## src/rtl/memStatPkg.sv

```systemverilog
package memStatPkg;

  localparam int CLIENT_W = 6;
  localparam int REG_W    = 32;

  typedef enum logic [1:0] {
    GM_RESET  = 2'd0,
    GM_CLEAR  = 2'd1,
    GM_FREEZE = 2'd2,
    GM_RUN    = 2'd3
  } gatherModeE;

  // gather control word field positions
  localparam int F_CLIENT_LO = 8;
  localparam int F_EVENT_LO  = 16;
  localparam int F_PSEL_LO   = 24;
  localparam int F_CFILT     = 26;
  localparam int F_PMODE_LO  = 28;
  localparam int F_MODE_LO   = 8;

  // event class codes
  localparam logic [7:0] EV_ANY      = 8'd0;
  localparam logic [7:0] EV_READ     = 8'd1;
  localparam logic [7:0] EV_WRITE    = 8'd2;
  localparam logic [7:0] EV_TURN     = 8'd3;
  localparam logic [7:0] EV_REPEAT   = 8'd4;
  localparam logic [7:0] EV_BANKA    = 8'd5;
  localparam logic [7:0] EV_BANKB    = 8'd6;
  localparam logic [7:0] EV_PAGEMISS = 8'd7;
  localparam logic [7:0] EV_AUTOPRE  = 8'd8;

  typedef struct packed {
    logic zeroCounts;
    logic zeroHistory;
    logic countEn;
  } statStrobeT;

  typedef struct packed {
    logic                valid;
    logic [CLIENT_W-1:0] client;
    logic                write;
    logic                urgent;
    logic                deadline;
    logic                starved;
    logic                pageMiss;
    logic                autoPre;
    logic                bankA;
    logic                bankB;
  } grantT;

  typedef struct packed {
    logic                valid;
    logic [CLIENT_W-1:0] client;
    logic                write;
  } historyT;

endpackage

```

## src/rtl/statControl.sv

```systemverilog
module statControl
  import memStatPkg::*;
#(
  parameter int ADDR_W = 8
) (
  input  logic                clk,
  input  logic                rstN,
  input  logic                regWrEn,
  input  logic                regRdEn,
  input  logic [ADDR_W-1:0]   regAddr,
  input  logic [REG_W-1:0]    regWrData,
  output logic [REG_W-1:0]    regRdData,
  input  logic [REG_W-1:0]    clkCountRd,
  input  logic [1:0][REG_W-1:0] evCountRd,
  output statStrobeT          strobe,
  output logic [REG_W-1:0]    clkLimit,
  output logic [1:0][REG_W-1:0] gatherCtrl
);

  localparam logic [ADDR_W-1:0] A_GLOBAL = ADDR_W'(8'h90);
  localparam logic [ADDR_W-1:0] A_LIMIT  = ADDR_W'(8'hA0);
  localparam logic [ADDR_W-1:0] A_CLOCKS = ADDR_W'(8'hA4);
  localparam logic [ADDR_W-1:0] A_CTRL0  = ADDR_W'(8'hA8);
  localparam logic [ADDR_W-1:0] A_CTRL1  = ADDR_W'(8'hAC);
  localparam logic [ADDR_W-1:0] A_COUNT0 = ADDR_W'(8'hB8);
  localparam logic [ADDR_W-1:0] A_COUNT1 = ADDR_W'(8'hBC);

  gatherModeE modeQ;
  gatherModeE modeWr;
  logic       wrGlobal;

  assign wrGlobal = regWrEn && (regAddr == A_GLOBAL);
  assign modeWr   = gatherModeE'(regWrData[F_MODE_LO +: 2]);

  always_ff @(posedge clk or negedge rstN) begin
    if (!rstN) begin
      modeQ      <= GM_RESET;
      clkLimit   <= '1;
      gatherCtrl <= '0;
    end else if (regWrEn) begin
      unique case (regAddr)
        A_GLOBAL: modeQ         <= modeWr;
        A_LIMIT:  clkLimit      <= regWrData;
        A_CTRL0:  gatherCtrl[0] <= regWrData;
        A_CTRL1:  gatherCtrl[1] <= regWrData;
        default:  ;
      endcase
    end
  end

  always_comb begin
    strobe.countEn     = (modeQ == GM_RUN);
    strobe.zeroCounts  = wrGlobal && ((modeWr == GM_RESET) || (modeWr == GM_CLEAR));
    strobe.zeroHistory = wrGlobal && (modeWr == GM_RESET);
  end

  always_comb begin
    regRdData = '0;
    if (regRdEn) begin
      unique case (regAddr)
        A_GLOBAL: regRdData = REG_W'({modeQ, 8'h00});
        A_LIMIT:  regRdData = clkLimit;
        A_CLOCKS: regRdData = clkCountRd;
        A_CTRL0:  regRdData = gatherCtrl[0];
        A_CTRL1:  regRdData = gatherCtrl[1];
        A_COUNT0: regRdData = evCountRd[0];
        A_COUNT1: regRdData = evCountRd[1];
        default:  regRdData = '0;
      endcase
    end
  end


  run_after_cmd_chk: assert property (@(posedge clk) disable iff (!rstN)
    (wrGlobal && modeWr == GM_RUN) |=> strobe.countEn);


  stop_after_cmd_chk: assert property (@(posedge clk) disable iff (!rstN)
    (wrGlobal && modeWr != GM_RUN) |=> !strobe.countEn);

endmodule

```

## src/rtl/statGatherUnit.sv

```systemverilog
module statGatherUnit
  import memStatPkg::*;
#(
  parameter int CNT_W = 32
) (
  input  logic             clk,
  input  logic             rstN,
  input  statStrobeT       strobe,
  input  grantT            grant,
  input  historyT          prev,
  input  logic [REG_W-1:0] ctrlWord,
  output logic [CNT_W-1:0] evCount
);

  localparam logic [CNT_W-1:0] CNT_MAX = '1;

  logic [CLIENT_W-1:0] selClient;
  logic [7:0]          selEvent;
  logic [1:0]          selPrio;
  logic                clientFiltOn;
  logic [1:0]          prioMode;
  logic                unusedCtrl;

  assign selClient    = ctrlWord[F_CLIENT_LO +: CLIENT_W];
  assign selEvent     = ctrlWord[F_EVENT_LO +: 8];
  assign selPrio      = ctrlWord[F_PSEL_LO +: 2];
  assign clientFiltOn = ctrlWord[F_CFILT];
  assign prioMode     = ctrlWord[F_PMODE_LO +: 2];
  assign unusedCtrl   = ^{ctrlWord[7:0], ctrlWord[15:14], ctrlWord[27], ctrlWord[31:30]};

  logic eventHit, prioFlag, prioPass, clientPass, countHit;

  always_comb begin
    unique case (selEvent)
      EV_ANY:      eventHit = 1'b1;
      EV_READ:     eventHit = !grant.write;
      EV_WRITE:    eventHit = grant.write;
      EV_TURN:     eventHit = prev.valid && (grant.write != prev.write);
      EV_REPEAT:   eventHit = prev.valid && (grant.client == prev.client);
      EV_BANKA:    eventHit = grant.bankA;
      EV_BANKB:    eventHit = grant.bankB;
      EV_PAGEMISS: eventHit = grant.pageMiss;
      EV_AUTOPRE:  eventHit = grant.autoPre;
      default:     eventHit = 1'b0;
    endcase
  end

  always_comb begin
    unique case (selPrio)
      2'd0:    prioFlag = grant.urgent;
      2'd1:    prioFlag = grant.deadline;
      2'd2:    prioFlag = grant.starved;
      default: prioFlag = 1'b0;
    endcase
    unique case (prioMode)
      2'd1:    prioPass = !prioFlag;
      2'd2:    prioPass = prioFlag;
      default: prioPass = 1'b1;
    endcase
  end

  assign clientPass = !clientFiltOn || (grant.client == selClient);
  assign countHit   = strobe.countEn && grant.valid && eventHit && prioPass && clientPass;

  always_ff @(posedge clk or negedge rstN) begin
    if (!rstN) begin
      evCount <= '0;
    end else if (strobe.zeroCounts) begin
      evCount <= '0;
    end else if (countHit && (evCount != CNT_MAX)) begin
      evCount <= evCount + 1'b1;
    end
  end


  ev_saturate_chk: assert property (@(posedge clk) disable iff (!rstN)
    (evCount == CNT_MAX && !strobe.zeroCounts) |=> (evCount == CNT_MAX));


  ev_zero_chk: assert property (@(posedge clk) disable iff (!rstN)
    strobe.zeroCounts |=> (evCount == '0));


  ev_freeze_chk: assert property (@(posedge clk) disable iff (!rstN)
    (!strobe.countEn && !strobe.zeroCounts) |=> $stable(evCount));


  ev_step_chk: assert property (@(posedge clk) disable iff (!rstN)
    (!strobe.zeroCounts) |=> (evCount == $past(evCount) || evCount == $past(evCount) + 1'b1));


  ev_badcode_chk: assert property (@(posedge clk) disable iff (!rstN)
    (selEvent > EV_AUTOPRE && !strobe.zeroCounts) |=> $stable(evCount));

endmodule

```

## src/rtl/statDatapath.sv

```systemverilog
module statDatapath
  import memStatPkg::*;
#(
  parameter int CNT_W   = 32,
  parameter int GATHERS = 2
) (
  input  logic                        clk,
  input  logic                        rstN,
  input  statStrobeT                  strobe,
  input  grantT                       grant,
  input  logic [REG_W-1:0]            clkLimit,
  input  logic [GATHERS-1:0][REG_W-1:0] gatherCtrl,
  output logic [REG_W-1:0]            clkCountRd,
  output logic [GATHERS-1:0][REG_W-1:0] evCountRd
);

  localparam logic [CNT_W-1:0] CNT_MAX = '1;

  historyT         prev;
  logic [CNT_W-1:0] clkCount;
  logic            clkAtLimit;

  always_ff @(posedge clk or negedge rstN) begin
    if (!rstN) begin
      prev <= '0;
    end else if (strobe.zeroHistory) begin
      prev <= '0;
    end else if (strobe.countEn && grant.valid) begin
      prev.valid  <= 1'b1;
      prev.client <= grant.client;
      prev.write  <= grant.write;
    end
  end

  assign clkAtLimit = (REG_W'(clkCount) >= clkLimit) || (clkCount == CNT_MAX);

  always_ff @(posedge clk or negedge rstN) begin
    if (!rstN) begin
      clkCount <= '0;
    end else if (strobe.zeroCounts) begin
      clkCount <= '0;
    end else if (strobe.countEn && !clkAtLimit) begin
      clkCount <= clkCount + 1'b1;
    end
  end

  assign clkCountRd = REG_W'(clkCount);

  for (genvar g = 0; g < GATHERS; g++) begin : gGather
    logic [CNT_W-1:0] count;
    statGatherUnit #(.CNT_W(CNT_W)) uGather (
      .clk      (clk),
      .rstN     (rstN),
      .strobe   (strobe),
      .grant    (grant),
      .prev     (prev),
      .ctrlWord (gatherCtrl[g]),
      .evCount  (count)
    );
    assign evCountRd[g] = REG_W'(count);
  end


  clk_hold_chk: assert property (@(posedge clk) disable iff (!rstN)
    (REG_W'(clkCount) >= clkLimit && !strobe.zeroCounts) |=> $stable(clkCount));


  clk_step_chk: assert property (@(posedge clk) disable iff (!rstN)
    (strobe.countEn && !strobe.zeroCounts && REG_W'(clkCount) < clkLimit && clkCount != CNT_MAX)
      |=> (clkCount == $past(clkCount) + 1'b1));


  clk_zero_chk: assert property (@(posedge clk) disable iff (!rstN)
    strobe.zeroCounts |=> (clkCount == '0));


  hist_drop_chk: assert property (@(posedge clk) disable iff (!rstN)
    strobe.zeroHistory |=> !prev.valid);

endmodule

```

## src/rtl/memStatGatherer.sv

```systemverilog
module memStatGatherer
  import memStatPkg::*;
#(
  parameter int CNT_W  = 32,
  parameter int ADDR_W = 8
) (
  input  logic              clk,
  input  logic              rstN,
  input  logic              regWrEn,
  input  logic              regRdEn,
  input  logic [ADDR_W-1:0] regAddr,
  input  logic [31:0]       regWrData,
  output logic [31:0]       regRdData,
  input  logic              grantValid,
  input  logic [5:0]        grantClient,
  input  logic              grantWrite,
  input  logic              grantUrgent,
  input  logic              grantDeadline,
  input  logic              grantStarved,
  input  logic              grantPageMiss,
  input  logic              grantAutoPre,
  input  logic              grantBankA,
  input  logic              grantBankB
);

  statStrobeT             strobe;
  grantT                  grant;
  logic [REG_W-1:0]       clkLimit;
  logic [REG_W-1:0]       clkCountRd;
  logic [1:0][REG_W-1:0]  gatherCtrl;
  logic [1:0][REG_W-1:0]  evCountRd;

  always_comb begin
    grant.valid    = grantValid;
    grant.client   = grantClient;
    grant.write    = grantWrite;
    grant.urgent   = grantUrgent;
    grant.deadline = grantDeadline;
    grant.starved  = grantStarved;
    grant.pageMiss = grantPageMiss;
    grant.autoPre  = grantAutoPre;
    grant.bankA    = grantBankA;
    grant.bankB    = grantBankB;
  end

  statControl #(.ADDR_W(ADDR_W)) uCtrl (
    .clk        (clk),
    .rstN       (rstN),
    .regWrEn    (regWrEn),
    .regRdEn    (regRdEn),
    .regAddr    (regAddr),
    .regWrData  (regWrData),
    .regRdData  (regRdData),
    .clkCountRd (clkCountRd),
    .evCountRd  (evCountRd),
    .strobe     (strobe),
    .clkLimit   (clkLimit),
    .gatherCtrl (gatherCtrl)
  );

  statDatapath #(.CNT_W(CNT_W), .GATHERS(2)) uData (
    .clk        (clk),
    .rstN       (rstN),
    .strobe     (strobe),
    .grant      (grant),
    .clkLimit   (clkLimit),
    .gatherCtrl (gatherCtrl),
    .clkCountRd (clkCountRd),
    .evCountRd  (evCountRd)
  );

endmodule

```

## config.mk

```make
export PLATFORM = sky130hd
export DESIGN_NAME = memStatGatherer
export DESIGN_NICKNAME = d
export VERILOG_FILES = /design/src/rtl/memStatPkg.sv /design/src/rtl/statControl.sv /design/src/rtl/statGatherUnit.sv /design/src/rtl/statDatapath.sv /design/src/rtl/memStatGatherer.sv
export SDC_FILE = /design/constraint.sdc
export NUM_CORES = 1
export LEC_CHECK = 0
export ABC_AREA = 1
export BUFFER_PORTS_ARGS = -buffer_cell sky130_fd_sc_hd__buf_2
export CAP_MARGIN = 40
export CORE_ASPECT_RATIO = 0.7
export CORE_MARGIN = 3
export CORE_UTILIZATION = 35
export CTS_BUF_LIST = sky130_fd_sc_hd__clkbuf_8
export DETAILED_ROUTE_END_ITERATION = 7
export PLACE_DENSITY_LB_ADDON = 0.08
export SYNTH_ARGS = -nofsm -noshare
export SYNTH_HDL_FRONTEND = slang
export SYNTH_SLANG_ARGS = --single-unit
```

## constraint.sdc

```tcl
create_clock -name clk -period 2.7 [get_ports clk]
set_input_delay 0.27 -clock clk [delete_from_list [all_inputs] [get_ports clk]]
set_output_delay 0.27 -clock clk [all_outputs]
set_load 0.03 [all_outputs]
```

### Yosys cells after proc, flatten, opt, wreduce, memory -nomap -nowiden

Index checks and enable logic that the tools add are counted.
W data, S select, Z words.

* equality and inequality tests: 40
* muxes and demuxes: 16
* reductions and logical operators: 38
* $add $sub $neg: 3
* magnitude comparators: 1

Operator list (count)
* $mux W32: 7
* $pmux W32 S7: 1
* $add A32 B1 Y32 const B: 3
* $eq A8 B3 Y1 const B: 8
* $ne A32 B32 Y1 const B: 2
* $eq A8 B8 Y1 const B: 7
* $eq A32 B32 Y1 const B: 1
* $eq A8 B2 Y1 const B: 4
* $ge A32 B32 Y1: 1
* $eq A6 B6 Y1: 3
* $pmux W1 S9: 2
* $eq A8 B1 Y1 const B: 2
* $eq A8 B4 Y1 const B: 2
* $logic_not A8 Y1: 2
* $mux W8: 2
* $logic_and A1 B1 Y1: 15
* $eq A2 B1 Y1 const B: 5
* $eq A2 B2 Y1 const B: 5
* $reduce_and A2 Y1: 4
* $reduce_bool A2 Y1: 4
* $logic_not A1 Y1: 6
* $logic_not A2 Y1: 3
* $pmux W1 S3: 2
* $logic_or A1 B1 Y1: 4
* 2 further kinds: 3

* word-level logic and storage cells: 108
* flip-flop bits (word level): 202
* bits of input ports: 59
* output and inout port bits: 32

### Depth between registers and ports, before layout

Gate-level depths: netlist of run 1.

* word-level depth: 9
* mapped depth: 16

### Cells and area by module

Synthesis of run 1 repeated with hierarchy kept, for this count alone.

* cells, all modules: 2245
* area total of the unflattened synthesis: 15194.6 um^2

Modules (own cells, without submodules)
* statControl: area an instance 5974.5 um^2, cells each 808, instances 1, sequential area each 2492.4 um^2
* statDatapath: area an instance 3488.3 um^2, cells each 511, instances 1, sequential area each 1001.0 um^2
* statGatherUnit (uData.gGather[0].uGather): area an instance 2907.8 um^2, cells each 464, instances 1, sequential area each 800.8 um^2
* statGatherUnit (uData.gGather[1].uGather): area an instance 2824.0 um^2, cells each 462, instances 1, sequential area each 800.8 um^2

### Least setup slack after synthesis of run 1

No wires, ideal clock.

* kind: input-to-output
* start point: input regAddr[1]
* end point: output regRdData[1]
* slack: 521 ps
* cell stages on the path: 8
* arrival: 1909 ps
* data required time: 2430 ps
* cells stage by stage: or2_4 > nor3_2 > buf_2 > nand2_1 > clkbuf_1 > o22ai_1 > a21oi_1 > a41oi_1

* cells in the longest elaborated chain, start to end: 3
* elaborated cells between the ends (all ways): 9
* classes of those cells: eq/ne (7); mux (2)

Ends and longest elaborated chain
* start: declaration: RTL line memStatGatherer.sv:11 `input logic [ADDR_W-1:0] regAddr,`
* $eq A8 B8 Y1: RTL line statControl.sv:60 `unique case (regAddr)`
* $pmux W32 S7 *: RTL line statControl.sv:60
* $mux W32 *: RTL line statControl.sv:59 `if (regRdEn) begin`
* end: declaration: RTL line memStatGatherer.sv:13 `output logic [31:0] regRdData,`

Every way passes the cells marked *; elsewhere a longest branch is shown, timed or not.

### Final worst setup path of run 1

* start point: input regAddr[6]
* end point: output regRdData[25]

Same word-level chain as after synthesis.

==> results of run 1 <==
## synth_stat cells (2+ instances only)
library cell  count
dfrtp_1         170
nand3b_1         25
buf_6            10
buf_1             4
a41oi_1          12
xnor2_1          11
nand2_1         499
nor3b_1           2
nor2_4            2
nor3_2            5
a221oi_1          8
nand3_2           2
or2_1             2
clkbuf_1         36
ha_1             39
o21a_1            2
o21ai_1          42
nor3_1           47
a21oi_1          68
dfstp_2          32
inv_2             8
nor4_1           18
nor2_1          170
buf_4             7
o21ai_0         107
buf_2            17
xor2_1           50
nand2_2           2
nand2_8           2
o21bai_1          4
o22ai_1          39
nor2_2            4
inv_1           252
nand3_1         142
nand4_1          66
a31oi_1           4
## worst reg2reg max path, stage by stage (launching register included)
cell	delay, ns
dfrtp_1	0.47
ha_1	0.28
nand2_1	0.14
nor2_1	0.25
nand2_1	0.21
nor2_1	0.22
nand2_1	0.16
nand4_1	0.15
nor2_2	0.05
buf_4	0.20
nand3b_1	0.12
nand2_1	0.07
## through the flow
step | cells | instance area, µm²
5_1_grt | 2628 | 15900
6_report | 2629 | 15900
3_3_place_gp | 2524 | 14900
4_1_cts | 2628 | 15900
2_1_floorplan | 1924 | 13600
3_5_place_dp | 2524 | 14900
## area by class of cell
cell class                      count  share of cell area, %
Antenna cell                        1                 0.0157
Timing Repair Buffer              188                   8.39
Inverter                          261                   6.16
Clock inverter                     25                  0.777
Clock buffer                       47                   4.06
Tap cell                          518                   4.06
Sequential cell                   202                   31.9
Multi-Input combinational cell   1387                   44.6
## repair_timing
item                                   in CTS  in global routing
setup endpoints to repair                   0                  0
endpoints found under the hold margin     128                  0
hold buffers                               32                  0
## routing by layer
| metal | GRT usage (%) | vias up | part of all wire [%] |
|---|---|---|---|
| met1 | 40.8 | 6650 | 50 |
| met3 | 5.40 | 83 | 8.0 |
| met2 | 36.6 | 508 | 40 |
| li1 | - | 6647 | - |
| met5 | 0 | - | 0.024 |
| met4 | 6.85 | 2 | 2.3 |
## sequential cells by signal, summed over array words and instances, names as in the netlist
name                           cells
uData.prev                         8
uData.gGather.uGather.evCount     64
uCtrl.gatherCtrl                  64
uData.clkCountRd                  32
uCtrl.modeQ                        2
uCtrl.clkLimit                    32
## final timing paths
path / depth (start not counted) / end / from / slack (ns)
worst max-delay path: 11 / regRdData[25] / regAddr[6] / 0.18
worst min-delay path: 3 / uCtrl.gatherCtrl[4] / regWrData[4] / 0.06
worst max register to register: 11 / uData.clkCountRd[23] / uData.clkCountRd[1] / 0.29
worst min register to register: 2 / uCtrl.clkLimit[17] / uCtrl.clkLimit[17] / 0.48
max in group asynchronous: 3 / uCtrl.clkLimit[3] / rstN / 1.64
min in group asynchronous: 2 / uData.gGather[1].uGather.evCount[5] / rstN / 0.25
## cells by family (layout without fill, tap and decap cells)
| family | Yosys count | after routing | synth area share (%) |
|---|---|---|---|
| buffers and inverters | 335 | 521 | 10.2 |
| XOR/XNOR | 61 | 61 | 3.94 |
| AO/OA/AOI/OAI | 292 | 292 | 12.0 |
| flip-flops | 202 | 202 | 37.5 |
| other | 0 | 1 | 0 |
| AND/OR/NAND/NOR | 995 | 995 | 32.8 |
| adder cells (fa/ha/maj) | 39 | 39 | 3.60 |
## power breakdown
group / internal (mW) / switching, mW
clock network: 1.60 / 1.48
logic: 0.687 / 1.46
registers: 3.30 / 0.320
==> results.md, run 1 <==
* # H-tree levels at 2
* Seq cells post-synth at 202
* Area grow syn2layout at 17.5%
* FF/Latch Area at 5090 µm²
* Iter 0 DRT Violations at 1275
* Clock Tree Buf Depth at 3
* Final Power at 8.85 mW
* Fin Setup TNS at 0 ns
* Final ANT Viol Nets at 0
* Root buf cell: clkbuf_8
* Worst Path Buf+Inv at 5
* Family with the most delay on the worst path: buffers and inverters
* Hold WC Path Type: in -> reg
* CTS tree: yes
* Crit path largest cell delay at 0.32 ns
* Routed WL at 54.1 mm
* Mapped Avg Cell Area at 7.05 µm²
* CTS clk-pin slew, worst paths at 0.06 ns
* RePlAce Congestion at 0.976
* Synth area leaders: dfrtp_1 (31%), nand2_1 (14%), inv_1 (7.0%)
* Later-pin clock latency in the skew report at 0.58 ns
* Slew of the pin with the lowest slew margin at 0.715 ns
* Boundary pin count at 91
* Post-CTS sizing at 0
* Initial Util at 36.0%
* Max FO, Critical Path at 18
* NumNets Final at 2177
* Routed vias at 13890
* Setup WS pre-CTS at 0.216 ns
* Register area share after synthesis at 37.5%
* Crit-path cells: buf_2, inv_1, nand2_1, nor3_2, nand2_1, buf_4, o21ai_0, buf_4, a221oi_1, a31oi_1, buf_2
* Peak VDD IR at 0.000330 V
* Die extent in x at 241 µm
* Synth Instances at 1924
* Final setup viols at 0
* Period utilization at 93.5%
* Fmax at 0.396 GHz
* Routed len/inst at 20.6 µm
* Fraction of layout cells with a size suffix above 1 at 13.4%
* Min Tclk post-route at 2.52 ns
* Synth cell types at 50
* Pwr dens at 555 nW/µm²
* Status: complete, no violations
* Slowest CP cell: nor3_2
* Post-synthesis net count at 2022
* Worst Setup Path Type: in -> out
* Startpoint types: input port
* GRT overflow at 0
* Core area at 37700 µm²
* Total leakage power at 7.53 nW
* Yosys top cell area share at 31.3%
* PnR worst setup slack at 0.176 ns
* IO buf count at 90
* Fillers at 4033
* Initial antenna violation count at 4
* Final Util at 42.3%
* Largest net degree at the start of global routing at 66
* Max-cap violations at 0
* Total CTS buffers at 39
* Commonest non-fill, non-tap cell in the layout: nand2_1
* Number of global-route vias before repair at 12942
* Critical path required time at 2.43 ns
* Post-CTS setup buffers at 0
* RSZ-0062 raised after global routing: no
* Commonest non-fill, non-tap cells in the layout: nand2_1 (497), inv_1 (266), dfrtp_1 (170)
* Hold Fails Final Rpt at 0
* Area of the multi-input gates at 7110 µm²
* Mapped cell area at 13600 µm²
* Synth warnings at 0
* # rows at 59
* Max-slew violations at 0
* Drt pass-1 iters at 8
* CTS sink count at 202
* Fin Hold WS at 0.0604 ns
* Async set-reset flop share out of synthesis at 100%
* Slew Limit Headroom at 52.3%
* Top cell type by total area after synthesis: dfrtp_1
* Clock Skews at 0.0197 ns
* Number of synthesized flops with an enable pin at 0
* First-pass GRT wire length at 81.8 mm
* DRC viols at 0
* Worst Setup End Kind: output pin
* Critical Path AT at 2.25 ns
* Die area at 41200 µm²
* Routed vias/inst at 5.28
* Die span in y at 171 µm
* Post-DP HPWL at 41.7 mm
* GRT Overall Usage at 26.3%
* Commonest register cell after synthesis: dfrtp_1
Note: power is estimated with default switching activity, not from simulation.
==> run 2, diff against run 1 <==
--- a/config.mk
+++ b/config.mk
@@ -8,12 +8,13 @@
 export ABC_AREA = 1
 export BUFFER_PORTS_ARGS = -buffer_cell sky130_fd_sc_hd__buf_2
 export CAP_MARGIN = 40
-export CORE_ASPECT_RATIO = 0.7
+export CORE_ASPECT_RATIO = 1.2
 export CORE_MARGIN = 3
 export CORE_UTILIZATION = 35
 export CTS_BUF_LIST = sky130_fd_sc_hd__clkbuf_8
 export DETAILED_ROUTE_END_ITERATION = 7
 export PLACE_DENSITY_LB_ADDON = 0.08
+export RECOVER_POWER = 100
 export SYNTH_ARGS = -nofsm -noshare
 export SYNTH_HDL_FRONTEND = slang
 export SYNTH_SLANG_ARGS = --single-unit
==> results.md, run 2 (synthesized netlist as in run 1, its figures left out) <==
* Routed vias at 13670
* Commonest non-fill, non-tap cell in the layout: nand2_1
* Fin Setup TNS at 0 ns
* Critical path required time at 2.43 ns
* Worst Setup Path Type: in -> out
* Boundary pin count at 91
* Core area at 38100 µm²
* Hold WC Path Type: in -> reg
* Max FO, Critical Path at 21
* Root buf cell: clkbuf_8
* Total CTS buffers at 39
* Iter 0 DRT Violations at 1042
* CTS tree: yes
* Fraction of layout cells with a size suffix above 1 at 13.1%
* Worst Setup End Kind: output pin
* Routed WL at 54.6 mm
* Status: finished, violations left
* CTS sink count at 202
* Initial antenna violation count at 3
* Fillers at 4072
* Max-slew violations at 80
* Startpoint types: input port
* Setup WS pre-CTS at 0.250 ns
* Number of global-route vias before repair at 13305
* Pwr dens at 570 nW/µm²
* Hold Fails Final Rpt at 0
* RSZ-0062 raised after global routing: no
* P_sw at 3.24 mW
* Peak VDD IR at 0.000324 V
* Largest net degree at the start of global routing at 85
* PnR worst setup slack at 0.106 ns
* Commonest non-fill, non-tap cells in the layout: nand2_1 (500), inv_1 (265), nor2_1 (171)
* Area grow syn2layout at 17.5%
* Slew of the pin with the lowest slew margin at 2.28 ns
* Clock Skews at 0.0352 ns
* Fmax at 0.386 GHz
* DP Area at 14900 µm²
* Drt pass-1 iters at 6
* Combinational Power Share at 23.0%
* Total leakage power at 7.53 nW
* DRC viols at 0
* CTS clk-pin slew, worst paths at 0.06 ns
* Die area at 41200 µm²
* Worst R2R Setup Slack at 0.16 ns
* Die span in y at 222 µm
* Fin Hold WS at 0.0245 ns
* GRT overflow at 0
* Post-route cell area at 16000 µm²
* Antenna fix cells at 0
* Later-pin clock latency in the skew report at 0.58 ns
* Post-DP HPWL at 42.4 mm
* Crit-path cells: buf_2, or2_4, nor3_2, nand2_1, inv_1, buf_12, a221oi_1, a21oi_1, clkbuf_1
* NumNets Final at 2180
* RePlAce Congestion at 0.922
* Die extent in x at 186 µm
* Routed vias/inst at 5.27
* Slowest CP cell: clkbuf_1
* Critical Path AT at 2.32 ns
* Final setup viols at 0
* Min Tclk post-route at 2.59 ns
* Period utilization at 96.1%
* IO buf count at 90
* Violated checks: max-capacitance violations, max-slew violations
* Initial Util at 35.7%
* Sequential share of power at 39.9%
* Final ANT Viol Nets at 0
* Switching share of power at 35.6%
* Int Pwr at 5.86 mW
* Slew Limit Headroom at -51.7%
* Routed len/inst at 21.1 µm
* First-pass GRT wire length at 82.4 mm
* Clock Tree Buf Depth at 3
* # H-tree levels at 2
* Crit path largest cell delay at 0.35 ns
* Clock power share at 37.2%
* GRT Overall Usage at 26.4%
* Max-cap violations at 1
* Largest registers: uCtrl.gatherCtrl: 64 flops, uData.gGather.uGather.evCount: 64 flops
* # rows at 78
run 2: final timing paths:
| check | cells after the start | startpoint | endpoint |
|---|---|---|---|
| max in group asynchronous | 2 | rstN | uCtrl.gatherCtrl[24] |
| worst min-delay path | 3 | regWrData[13] | uCtrl.clkLimit[13] |
| worst min register to register | 2 | uCtrl.gatherCtrl[21] | uCtrl.gatherCtrl[21] |
| worst max-delay path | 9 | regAddr[1] | regRdData[8] |
| min in group asynchronous | 2 | rstN | uData.gGather[1].uGather.evCount[25] |
| worst max register to register | 12 | uCtrl.clkLimit[23] | uData.clkCountRd[23] |
run 2: repair_timing:
item | in CTS | in global routing
hold buffers | 26 | 0
gates resized for setup | 0 | 0
endpoints found under the hold margin | 121 | 0
setup buffers | 0 | 0
run 2: final cells by class:
cell class	count	area [µm²]	share of cell area [%]
tap	480	601	3.76
multi-input combinational	1387	7090	44.4
sequential	202	5090	31.9
inverter	261	982	6.16
clock inverter	21	151	0.949
clock buffer	51	702	4.40
timing repair buffer	191	1330	8.35
run 2: layer usage:
metal | GRT usage (%) | wire (µm) | vias to the layer above
met5 | 0 | 7 | -
met4 | 8.92 | 1920 | 2
met3 | 4.02 | 3130 | 96
met2 | 45.4 | 26900 | 423
met1 | 33.6 | 22700 | 6498
li1 | - | - | 6651
run 2: power by group through the flow:
stage	sequential (mW)	clock, mW	combinational [mW]
after global routing	3.66	3.60	2.34
after CTS	3.62	3.48	2.11
after floorplan	3.55	0	1.37
after detailed placement	3.67	0	2.08
final	3.63	3.38	2.09
after global placement	3.67	0	2.07
run 2: critical path, delay by kind of cell:
family          cells  cell delay (ns)
simple gates        3             0.62
buf+inv             4             0.98
compound gates      2             0.41
run 2: metrics by stage:
step	util [%]	power (mW)	std cells
floorplan	-	4.92	1924
global placement	39.2	5.74	2495
detailed placement	39.2	5.74	2495
CTS	42.2	9.22	2593
global route	41.9	9.60	2593
finish	41.9	9.10	2593
==> run 3, diff against run 2 <==
--- a/config.mk
+++ b/config.mk
@@ -5,7 +5,6 @@
 export SDC_FILE = /design/constraint.sdc
 export NUM_CORES = 1
 export LEC_CHECK = 0
-export ABC_AREA = 1
 export BUFFER_PORTS_ARGS = -buffer_cell sky130_fd_sc_hd__buf_2
 export CAP_MARGIN = 40
 export CORE_ASPECT_RATIO = 1.2
==> results.md, run 3 <==
* Setup WS pre-CTS at -0.143 ns
* Critical path required time at 2.43 ns
* Post-synthesis net count at 1349
* RePlAce Congestion at 0.873
* Slowest CP cell: or3_1
* Pwr dens at 460 nW/µm²
* Fraction of layout cells with a size suffix above 1 at 31.2%
* Commonest cells in the netlist: dfrtp_1 (170), a21oi_1 (126), mux2_2 (100)
* Initial antenna violation count at 1
* Die extent in x at 175 µm
* Fmax at 0.370 GHz
* Area of the multi-input gates at 6630 µm²
* # rows at 73
* Number of synthesized flops with an enable pin at 0
* Most common cell in the netlist: dfrtp_1
* Routed WL at 42.9 mm
* Synth warnings at 0
* Mapped Avg Cell Area at 9.62 µm²
* DRC viols at 0
* Commonest non-fill, non-tap cells in the layout: dfrtp_1 (170), a21oi_1 (113), buf_4 (112)
* Routed len/inst at 21.9 µm
* Drt pass-1 iters at 6
* Crit path largest cell delay at 0.36 ns
* Die area at 36600 µm²
* Synth area leaders: dfrtp_1 (35%), mux2_2 (9.4%), dfstp_2 (7.0%)
* Worst Setup End Kind: output pin
* Hold WC Path Type: in -> reg
* Iter 0 DRT Violations at 676
* Root buf cell: clkbuf_8
* Final setup viols at 1
* # H-tree levels at 2
* Slew of the pin with the lowest slew margin at 1.55 ns
* Area grow syn2layout at 27.0%
* Total leakage power at 6.61 nW
* Final Power at 7.03 mW
* CTS tree: yes
* Worst Path Buf+Inv at 4
* Clock Tree Buf Depth at 3
* RSZ-0062 raised after global routing: yes
* Die span in y at 209 µm
* Routed vias at 10843
* Hold Fails Final Rpt at 0
* Max-cap violations at 1
* Antenna fix cells at 0
* Largest registers: uCtrl.gatherCtrl: 64 flops, uData.gGather.uGather.evCount: 64 flops
* CTS sink count at 202
* Routed vias/inst at 5.54
* Family with the most delay on the worst path: simple AND/OR/NAND/NOR gates
* Critical Path AT at 2.43 ns
* Later-pin clock latency in the skew report at 0.55 ns
* Peak VDD IR at 0.000321 V
* Startpoint types: input port
* Status: finished, violations left
* IO buf count at 90
* Mapped cell area at 12000 µm²
* Violated checks: max-capacitance violations, max-slew violations, negative setup slack
* Largest net degree at the start of global routing at 61
* Max-slew violations at 61
* Boundary pin count at 91
* GRT overflow at 0
* CTS clk-pin slew, worst paths at 0.06 ns
* First-pass GRT wire length at 65.2 mm
* PnR worst setup slack at -0.0000242 ns
* GRT Overall Usage at 23.0%
* Yosys top cell area share at 35.4%
* Min Tclk post-route at 2.70 ns
* Seq cells post-synth at 202
* NumNets Final at 1580
* Fillers at 3301
* Register area share after synthesis at 42.3%
* Max FO, Critical Path at 6
* Commonest register cell after synthesis: dfrtp_1
* Slew Limit Headroom at -3.30%
* Synth Instances at 1251
* Top cell type by total area after synthesis: dfrtp_1
* Crit-path cells: clkbuf_1, nor4b_1, buf_4, nand2_1, or3_1, buf_4, nor2_1, a221oi_1, a31oi_1, buf_2
* Fin Hold WS at 0.0994 ns
* Final ANT Viol Nets at 0
* Clock Skews at 0.0146 ns
* Worst Setup Path Type: in -> out
* Core area at 33500 µm²
* Number of global-route vias before repair at 10788
* FF/Latch Area at 5090 µm²
* Initial Util at 35.9%
* Synth cell types at 63
* Post-DP HPWL at 31.9 mm
* Most used cell, CP: buf_4
* Commonest non-fill, non-tap cell in the layout: dfrtp_1
* Async set-reset flop share out of synthesis at 100%
* Period utilization at 100%
* Total CTS buffers at 39
[run 3: cell types whose count changed after synthesis, moves of 43 or more]
cell,previous run,this run
a21oi_1,68,126
inv_1,252,71
mux2_2,0,100
nand2_1,499,94
nand3_1,142,42
nor2_1,170,77
o21ai_0,107,43
xor2_1,50,7
[run 3: timing repair]
| item | in CTS | in global routing |
|---|---|---|
| pin swaps | 3 | 13 |
| hold buffers | 34 | 0 |
| resized for setup | 9 | 45 |
| setup buffers | 1 | 2 |
| endpoints found under the hold margin | 141 | 0 |
| endpoints found under the setup margin | 50 | 63 |
| cloned | 0 | 2 |
[run 3: logic make-up after synthesis]
| kind of cell | after synthesis | share of synthesized area [%] |
|---|---|---|
| buf+inv | 142 | 4.93 |
| xor+xnor | 28 | 2.04 |
| fa+ha+maj | 39 | 4.06 |
| mux | 135 | 12.6 |
| flops | 202 | 42.3 |
| compound gates | 315 | 16.9 |
| simple gates | 390 | 17.1 |
[run 3: area by class of cell]
type                       count  area share (%)
sequential                   202            33.3
timing repair buffer         261            13.0
inverter                      71            1.74
tap                          450            3.68
clock buffer                  48            4.32
multi-input combinational    907            43.4
clock inverter                18           0.475
[run 3: final timing paths]
check | end | cells past startpoint | startpoint | slack (ns)
min in group asynchronous | uCtrl.gatherCtrl[25] | 2 | rstN | 0.66
setup / recovery | regRdData[21] | 10 | regAddr[1] | -0.00002
hold / removal | uCtrl.clkLimit[8] | 2 | regWrData[8] | 0.1
max in group asynchronous | uCtrl.gatherCtrl[0] | 3 | rstN | 0.41
hold reg to reg | uCtrl.gatherCtrl[63] | 1 | uCtrl.gatherCtrl[63] | 0.50
setup reg to reg | uData.gGather[0].uGather.evCount[27] | 10 | uCtrl.gatherCtrl[13] | 0.04
[run 3: power by group]
| part | leakage (nW) | switching (mW) | internal, mW |
|---|---|---|---|
| Combinational | 3.70 | 0.454 | 0.373 |
| Clock | 0.434 | 1.36 | 1.59 |
| Sequential | 2.48 | 0.107 | 3.15 |
| Total | 6.61 | 1.92 | 5.11 |
[run 3: layer usage]
metal	vias to the layer above	track usage, %	wire length, µm
li1	5115	-	-
met1	5363	31.6	19400
met2	288	37.3	20000
met3	75	3.67	2040
met4	2	7.16	1380
met5	-	0	13
[run 3: metrics by stage]
step	util (%)	setup TNS, ns	area [µm²]	instances
2_1_floorplan	-	0	12000	1251
3_3_place_gp	41.6	-4.53	13900	1852
3_5_place_dp	41.6	-2.81	13900	1852
4_1_cts	45.0	0	15100	1953
5_1_grt	45.6	-2.28	15300	1957
6_report	45.6	-0.0000242	15300	1957
